==> config.mk <==
export PLATFORM = sky130hd
export DESIGN_NAME = cvd_seq_top
export DESIGN_NICKNAME = d
export VERILOG_FILES = /design/src/rtl/cvd_seq_pkg.sv /design/src/rtl/cvd_tick_cnt.sv /design/src/rtl/cvd_seq_ctrl.sv /design/src/rtl/cvd_drive_reg.sv /design/src/rtl/cvd_seq_top.sv
export SDC_FILE = /design/constraint.sdc
export NUM_CORES = 1
export LEC_CHECK = 0
export BUFFER_PORTS_ARGS = -buffer_cell sky130_fd_sc_hd__buf_4
export CAP_MARGIN = 25
export CORE_MARGIN = 10
export CORE_UTILIZATION = 50
export CTS_BUF_LIST = sky130_fd_sc_hd__clkbuf_2 sky130_fd_sc_hd__clkbuf_4 sky130_fd_sc_hd__clkbuf_8
export DETAILED_ROUTE_END_ITERATION = 8
export PLACE_DENSITY = 0.84
export SLEW_MARGIN = 40
export SYNTH_ARGS = -nofsm -noshare
export SYNTH_HDL_FRONTEND = slang
export SYNTH_SLANG_ARGS = --single-unit
==> constraint.sdc <==
create_clock -name clk -period 4.05 [get_ports clk]
set_input_delay 0.81 -clock clk [delete_from_list [all_inputs] [get_ports clk]]
set_output_delay 0.81 -clock clk [all_outputs]
set_load 0.005 [all_outputs]
==> src/rtl/cvd_seq_pkg.sv <==
package cvd_seq_pkg;

  typedef enum logic [1:0] {
    ST_IDLE = 2'b00,
    ST_PRE  = 2'b01,
    ST_ACQ  = 2'b10,
    ST_CONV = 2'b11
  } stage_e;

  typedef struct packed {
    logic hold_rail;
    logic hold_hi;
    logic chan_conn;
    logic pin_ovr;
    logic pin_drv_en;
    logic pin_lvl;
    logic aout_ovr;
    logic aout_lvl;
  } drive_t;

  function automatic drive_t drive_for(stage_e st, logic ipol, logic epol, logic aen);
    drive_t d;
    d = '0;
    case (st)
      ST_PRE: begin
        d.hold_rail  = 1'b1;
        d.hold_hi    = ipol;
        d.pin_ovr    = 1'b1;
        d.pin_drv_en = 1'b1;
        d.pin_lvl    = epol;
        d.aout_ovr   = aen;
        d.aout_lvl   = aen & ipol;
      end
      ST_ACQ: begin
        d.pin_ovr   = 1'b1;
        d.chan_conn = 1'b1;
      end
      default: d = '0;
    endcase
    return d;
  endfunction

endpackage

==> src/rtl/cvd_tick_cnt.sv <==
module cvd_tick_cnt #(
  parameter int LEN_W = 7
) (
  input  logic             clk,
  input  logic             rst,
  input  logic             load_i,
  input  logic [LEN_W-1:0] load_val_i,
  input  logic             tick_i,
  output logic             expire_o
);

  localparam logic [LEN_W-1:0] ONE = LEN_W'(1);

  logic [LEN_W-1:0] cnt_q;

  always_ff @(posedge clk) begin
    if (rst) begin
      cnt_q <= '0;
    end else if (load_i) begin
      cnt_q <= load_val_i;
    end else if (tick_i && cnt_q != '0) begin
      cnt_q <= cnt_q - ONE;
    end
  end

  // Last tick of the running stage
  assign expire_o = tick_i && (cnt_q == ONE);

endmodule

==> src/rtl/cvd_seq_ctrl.sv <==
module cvd_seq_ctrl
  import cvd_seq_pkg::*;
#(
  parameter int LEN_W = 7
) (
  input  logic             clk,
  input  logic             rst,
  input  logic             en_i,
  input  logic             start_i,
  input  logic [LEN_W-1:0] pre_len_i,
  input  logic [LEN_W-1:0] acq_len_i,
  input  logic             expire_i,
  input  logic             conv_done_i,
  output stage_e           stage_q_o,
  output stage_e           stage_d_o,
  output logic             load_o,
  output logic [LEN_W-1:0] load_val_o
);

  stage_e           stage_q;
  stage_e           stage_d;
  logic [LEN_W-1:0] acq_q;

  always_comb begin
    stage_d    = stage_q;
    load_o     = 1'b0;
    load_val_o = pre_len_i;
    if (!en_i) begin
      stage_d = ST_IDLE;
    end else begin
      case (stage_q)
        ST_IDLE: begin
          if (start_i) begin
            if (pre_len_i != '0) begin
              stage_d    = ST_PRE;
              load_o     = 1'b1;
              load_val_o = pre_len_i;
            end else if (acq_len_i != '0) begin
              stage_d    = ST_ACQ;
              load_o     = 1'b1;
              load_val_o = acq_len_i;
            end else begin
              stage_d = ST_CONV;
            end
          end
        end
        ST_PRE: begin
          if (expire_i) begin
            if (acq_q != '0) begin
              stage_d    = ST_ACQ;
              load_o     = 1'b1;
              load_val_o = acq_q;
            end else begin
              stage_d = ST_CONV;
            end
          end
        end
        ST_ACQ: begin
          if (expire_i) stage_d = ST_CONV;
        end
        default: begin
          if (conv_done_i) stage_d = ST_IDLE;
        end
      endcase
    end
  end

  always_ff @(posedge clk) begin
    if (rst) begin
      stage_q <= ST_IDLE;
      acq_q   <= '0;
    end else begin
      stage_q <= stage_d;
      if (stage_q == ST_IDLE && start_i) acq_q <= acq_len_i;
    end
  end

  assign stage_q_o = stage_q;
  assign stage_d_o = stage_d;

endmodule

==> src/rtl/cvd_drive_reg.sv <==
module cvd_drive_reg
  import cvd_seq_pkg::*;
#(
  parameter int RES_W = 10
) (
  input  logic             clk,
  input  logic             rst,
  input  logic             en_i,
  input  stage_e           stage_q_i,
  input  stage_e           stage_d_i,
  input  logic             int_pol_i,
  input  logic             ext_pol_i,
  input  logic             aout_en_i,
  input  logic             conv_done_i,
  input  logic [RES_W-1:0] conv_result_i,
  output drive_t           drive_o,
  output logic             go_o,
  output logic             conv_start_o,
  output logic             done_irq_o,
  output logic [RES_W-1:0] result_o
);

  logic finish;
  assign finish = en_i && (stage_q_i == ST_CONV) && conv_done_i;

  always_ff @(posedge clk) begin
    if (rst) begin
      drive_o      <= '0;
      go_o         <= 1'b0;
      conv_start_o <= 1'b0;
      done_irq_o   <= 1'b0;
      result_o     <= '0;
    end else begin
      drive_o      <= drive_for(stage_d_i, int_pol_i, ext_pol_i, aout_en_i);
      go_o         <= (stage_d_i != ST_IDLE);
      conv_start_o <= (stage_d_i == ST_CONV) && (stage_q_i != ST_CONV);
      done_irq_o   <= finish;
      if (finish) result_o <= conv_result_i;
    end
  end

endmodule

==> src/rtl/cvd_seq_top.sv <==
module cvd_seq_top
  import cvd_seq_pkg::*;
#(
  parameter int LEN_W = 7,
  parameter int RES_W = 10
) (
  input  logic             clk,
  input  logic             rst,
  input  logic             en_i,
  input  logic             tick_i,
  input  logic             go_set_i,
  input  logic             evt_trig_i,
  input  logic [LEN_W-1:0] pre_len_i,
  input  logic [LEN_W-1:0] acq_len_i,
  input  logic             int_pol_i,
  input  logic             ext_pol_i,
  input  logic             aout_en_i,
  input  logic             conv_done_i,
  input  logic [RES_W-1:0] conv_result_i,
  output logic             go_o,
  output logic [1:0]       stage_o,
  output logic             conv_start_o,
  output logic             hold_rail_o,
  output logic             hold_hi_o,
  output logic             chan_conn_o,
  output logic             pin_ovr_o,
  output logic             pin_drv_en_o,
  output logic             pin_lvl_o,
  output logic             aout_ovr_o,
  output logic             aout_lvl_o,
  output logic             done_irq_o,
  output logic [RES_W-1:0] result_o
);

  stage_e           stage_q;
  stage_e           stage_d;
  logic             load;
  logic [LEN_W-1:0] load_val;
  logic             expire;
  logic             start;
  drive_t           drv;

  assign start = go_set_i | evt_trig_i;

  cvd_tick_cnt #(.LEN_W(LEN_W)) u_cnt (
    .clk       (clk),
    .rst       (rst),
    .load_i    (load),
    .load_val_i(load_val),
    .tick_i    (tick_i),
    .expire_o  (expire)
  );

  cvd_seq_ctrl #(.LEN_W(LEN_W)) u_ctrl (
    .clk        (clk),
    .rst        (rst),
    .en_i       (en_i),
    .start_i    (start),
    .pre_len_i  (pre_len_i),
    .acq_len_i  (acq_len_i),
    .expire_i   (expire),
    .conv_done_i(conv_done_i),
    .stage_q_o  (stage_q),
    .stage_d_o  (stage_d),
    .load_o     (load),
    .load_val_o (load_val)
  );

  cvd_drive_reg #(.RES_W(RES_W)) u_drv (
    .clk          (clk),
    .rst          (rst),
    .en_i         (en_i),
    .stage_q_i    (stage_q),
    .stage_d_i    (stage_d),
    .int_pol_i    (int_pol_i),
    .ext_pol_i    (ext_pol_i),
    .aout_en_i    (aout_en_i),
    .conv_done_i  (conv_done_i),
    .conv_result_i(conv_result_i),
    .drive_o      (drv),
    .go_o         (go_o),
    .conv_start_o (conv_start_o),
    .done_irq_o   (done_irq_o),
    .result_o     (result_o)
  );

  assign stage_o      = stage_q;
  assign hold_rail_o  = drv.hold_rail;
  assign hold_hi_o    = drv.hold_hi;
  assign chan_conn_o  = drv.chan_conn;
  assign pin_ovr_o    = drv.pin_ovr;
  assign pin_drv_en_o = drv.pin_drv_en;
  assign pin_lvl_o    = drv.pin_lvl;
  assign aout_ovr_o   = drv.aout_ovr;
  assign aout_lvl_o   = drv.aout_lvl;

endmodule

==> results.py <==
metrics = {
    "status": {
        "status": "finished clean",
    },
    "worst_hold_path": {
        "hp-start": "u_drv.result_o[5]",
        "hold_end": "u_drv.result_o[5]",
        "whs_path_depth": 2,
        "hp-class": "reg2reg",
    },
    "setup_path": {
        "crit_path_start_kind": "input port",
        "path_class": "in2reg",
        "cp_cell_sequence": "buf_4, nor4_1, nand2_1, nor4_2, o311ai_0, ha_1, nor2b_1, and3_1",
        "endpoint_kind": "register",
        "cp-startpoint": "pre_len_i[3]",
        "reg2reg_from": "u_ctrl.acq_q[2]",
        "max_stage_delay_ns": 0.52,
        "rr_worst_depth": 8,
        "required_ns": 4.29,
        "rr_endpoint": "u_drv.drive_o[0]",
        "regToRegSetupSlack_ns": 1.49,
        "cpMaxStageDelayCell": "nor4_2",
        "crit_path_max_fanout": 8,
        "cp.arrival_ns": 2.92,
    },
    "final_layout": {
        "fillers": 296,
        "antennaDiodeCount": 0,
        "area_growth_pct": 29.1,
        "multi_input_area_um2": 950,
        "drive_above_1_share": 0.313,
        "fin_util": 0.670,
        "final_common_cell": "buf_4",
        "nNetsFinal": 286,
        "instances_no_fill": 292,
        "regArea_um2": 721,
        "mostFrequentLayoutCells": "buf_4, dfxtp_1, nor2_1, nand2_1, a21oi_1",
    },
    "synth": {
        "synth_warnings": 0,
        "syn_area_um2": 1750,
        "ys_seq_area_frac": 0.413,
        "synth_ff_type": "dfxtp_1",
        "syn_nets": 233,
        "yosysUniqueCellTypes": 47,
        "synth-seq-cells": 36,
        "synth-edff-count": 0,
        "syn_avg_cell_area_um2": 9.10,
        "syn_inst": 192,
        "synthArstFlopShare": 0,
    },
    "grt": {
        "grt_busiest_layer": "met2",
        "gr-total-overflow": 0,
        "antenna_found_initial": 0,
        "grtUsageMet3": 0.0529,
        "grt_use_met2": 0.237,
        "grt_pass1_wl_um": 7270,
        "grt_usage": 0.141,
        "met1_usage": 0.161,
        "grt_max_degree": 34,
        "first_global_vias": 1590,
    },
    "job": {
        "drv_cap": 0,
    },
    "cts": {
        "postCtsHoldBufs": 0,
        "clk_pin_slew_worst_paths_ns": 0.10,
        "numClockSinks": 36,
        "insertion_delay_ns": 0.34,
        "h-tree-depth": 2,
        "root_buffer": "clkbuf_4",
        "cts_tree": "yes",
        "cts_setup_buffers": 0,
        "clockBufferDepth": 2,
        "cts_buffers": 5,
        "post_cts_resize_count": 0,
    },
    "detailed_routing": {
        "avgRoutedWirePerCell_um": 15.1,
        "first_pass_iters": 7,
        "totalWireLength_um": 4400,
        "vias_per_cell": 5.46,
        "vias": 1593,
        "drcViolationCount": 0,
        "drt_iter0_drc": 137,
        "antenna_left": 0,
    },
    "floorplanning": {
        "coreArea_um2": 3360,
        "die_area_um2": 6260,
        "rows": 21,
        "die_h_um": 79.1,
        "start_util": 0.519,
        "fp.dieW_um": 79.1,
        "ios": 57,
    },
    "placement": {
        "dp_hpwl_um": 3420,
        "dp.cells": 284,
        "numPortBuffers": 56,
        "gp_congestion": 0.829,
    },
    "power": {
        "power.leakage_uw": 0.000967,
        "power_density_nw_per_um2": 364,
        "peakVddDrop_v": 0.000278,
    },
    "timing": {
        "finalMaxSlewViolations": 0,
        "holdWs_ns": 0.459,
        "skew_ns": 0.00837,
        "fmax_mhz": 374,
        "worstMarginPinSlew_ns": 0.748,
        "fin_crit_sh": 0.661,
        "finalSetupViolCount": 0,
        "hold_viol_final": 0,
        "tns_ns": 0,
        "slew_headroom": 0.495,
        "min_period_ns": 2.68,
        "rsz0062_at_grt": "no",
    },
}
-- cells by family after synthesis --
logic type	synth area share
AND/OR/NAND/NOR	0.235
AO/OA/AOI/OAI	0.187
flip-flops	0.413
buffers and inverters	0.0437
multiplexers	0.0466
adder cells (fa/ha/maj)	0.0501
XOR/XNOR	0.0251
-- critical path, delay by kind of cell --
family,cells,cell delay [ns]
buffers and inverters,1,0.11
and+or+nand+nor,5,1.33
AOI/OAI and AO/OA,1,0.38
adders and majority gates,1,0.28
-- flip-flops by register name, indices dropped and copies added, names as in the netlist --
| signal | cells |
|---|---|
| u_ctrl.stage_q_o | 2 |
| u_drv.conv_start_o | 1 |
| u_drv.done_irq_o | 1 |
| u_drv.drive_o | 7 |
| u_cnt.cnt_q | 7 |
| u_drv.result_o | 10 |
| u_drv.go_o | 1 |
| u_ctrl.acq_q | 7 |
-- cell usage after synthesis (3+ instances only) --
master / n / share of area
inv_1: 7 / 0.015
a21oi_1: 10 / 0.029
nand2_1: 23 / 0.049
xnor2_1: 4 / 0.020
nor4_1: 3 / 0.011
or4_1: 3 / 0.013
a211oi_2: 5 / 0.036
dfxtp_1: 36 / 0.41
ha_1: 7 / 0.050
a222oi_1: 7 / 0.040
mux2i_1: 7 / 0.040
nand3_1: 3 / 0.0086
nor3_1: 5 / 0.014
nor2b_1: 5 / 0.018
and2_1: 4 / 0.014
clkbuf_1: 5 / 0.011
nor2_1: 23 / 0.049
-- where the power goes --
group          switching [µW]  internal [µW]
combinational            86.6           86.4
sequential               20.9            374
clock                     116            136
-- cell type report --
cell class / instances / share of cell area
well taps: 46 / 0.0255
multi-input cells: 139 / 0.421
clock buffers: 6 / 0.0200
inverters: 7 / 0.0117
flip-flops and latches: 36 / 0.320
clock inverters: 2 / 0.0155
repair buffers: 56 / 0.186
-- how the worst max path moves through the flow --
stage | end | slack (ns) | cells after the start
after CTS | u_drv.drive_o[0] | 1.39 | 8
after global routing | u_drv.drive_o[0] | 1.16 | 8
after floorplan | u_drv.drive_o[0] | 1.48 | 7
after global placement | u_drv.drive_o[0] | 1.04 | 8
after detailed placement | u_drv.drive_o[0] | 1.05 | 8
final | u_drv.drive_o[0] | 1.37 | 8
-- metrics by stage --
step | setup slack, ns | area [µm²] | power [µW]
final | 1.37 | 2250 | 820
after global routing | 1.16 | 2250 | 863
after CTS | 1.39 | 2250 | 828
after detailed placement | 1.05 | 2170 | 575
after global placement | 1.04 | 2170 | 571
after floorplan | 1.48 | 1750 | 518
-- per-layer routing --
layer,wire [µm],vias to the layer above
li1,-,803
met4,40,0
met5,0,-
met1,1710,731
met2,2260,55
met3,380,4
(Power assumes the default switching activity.)
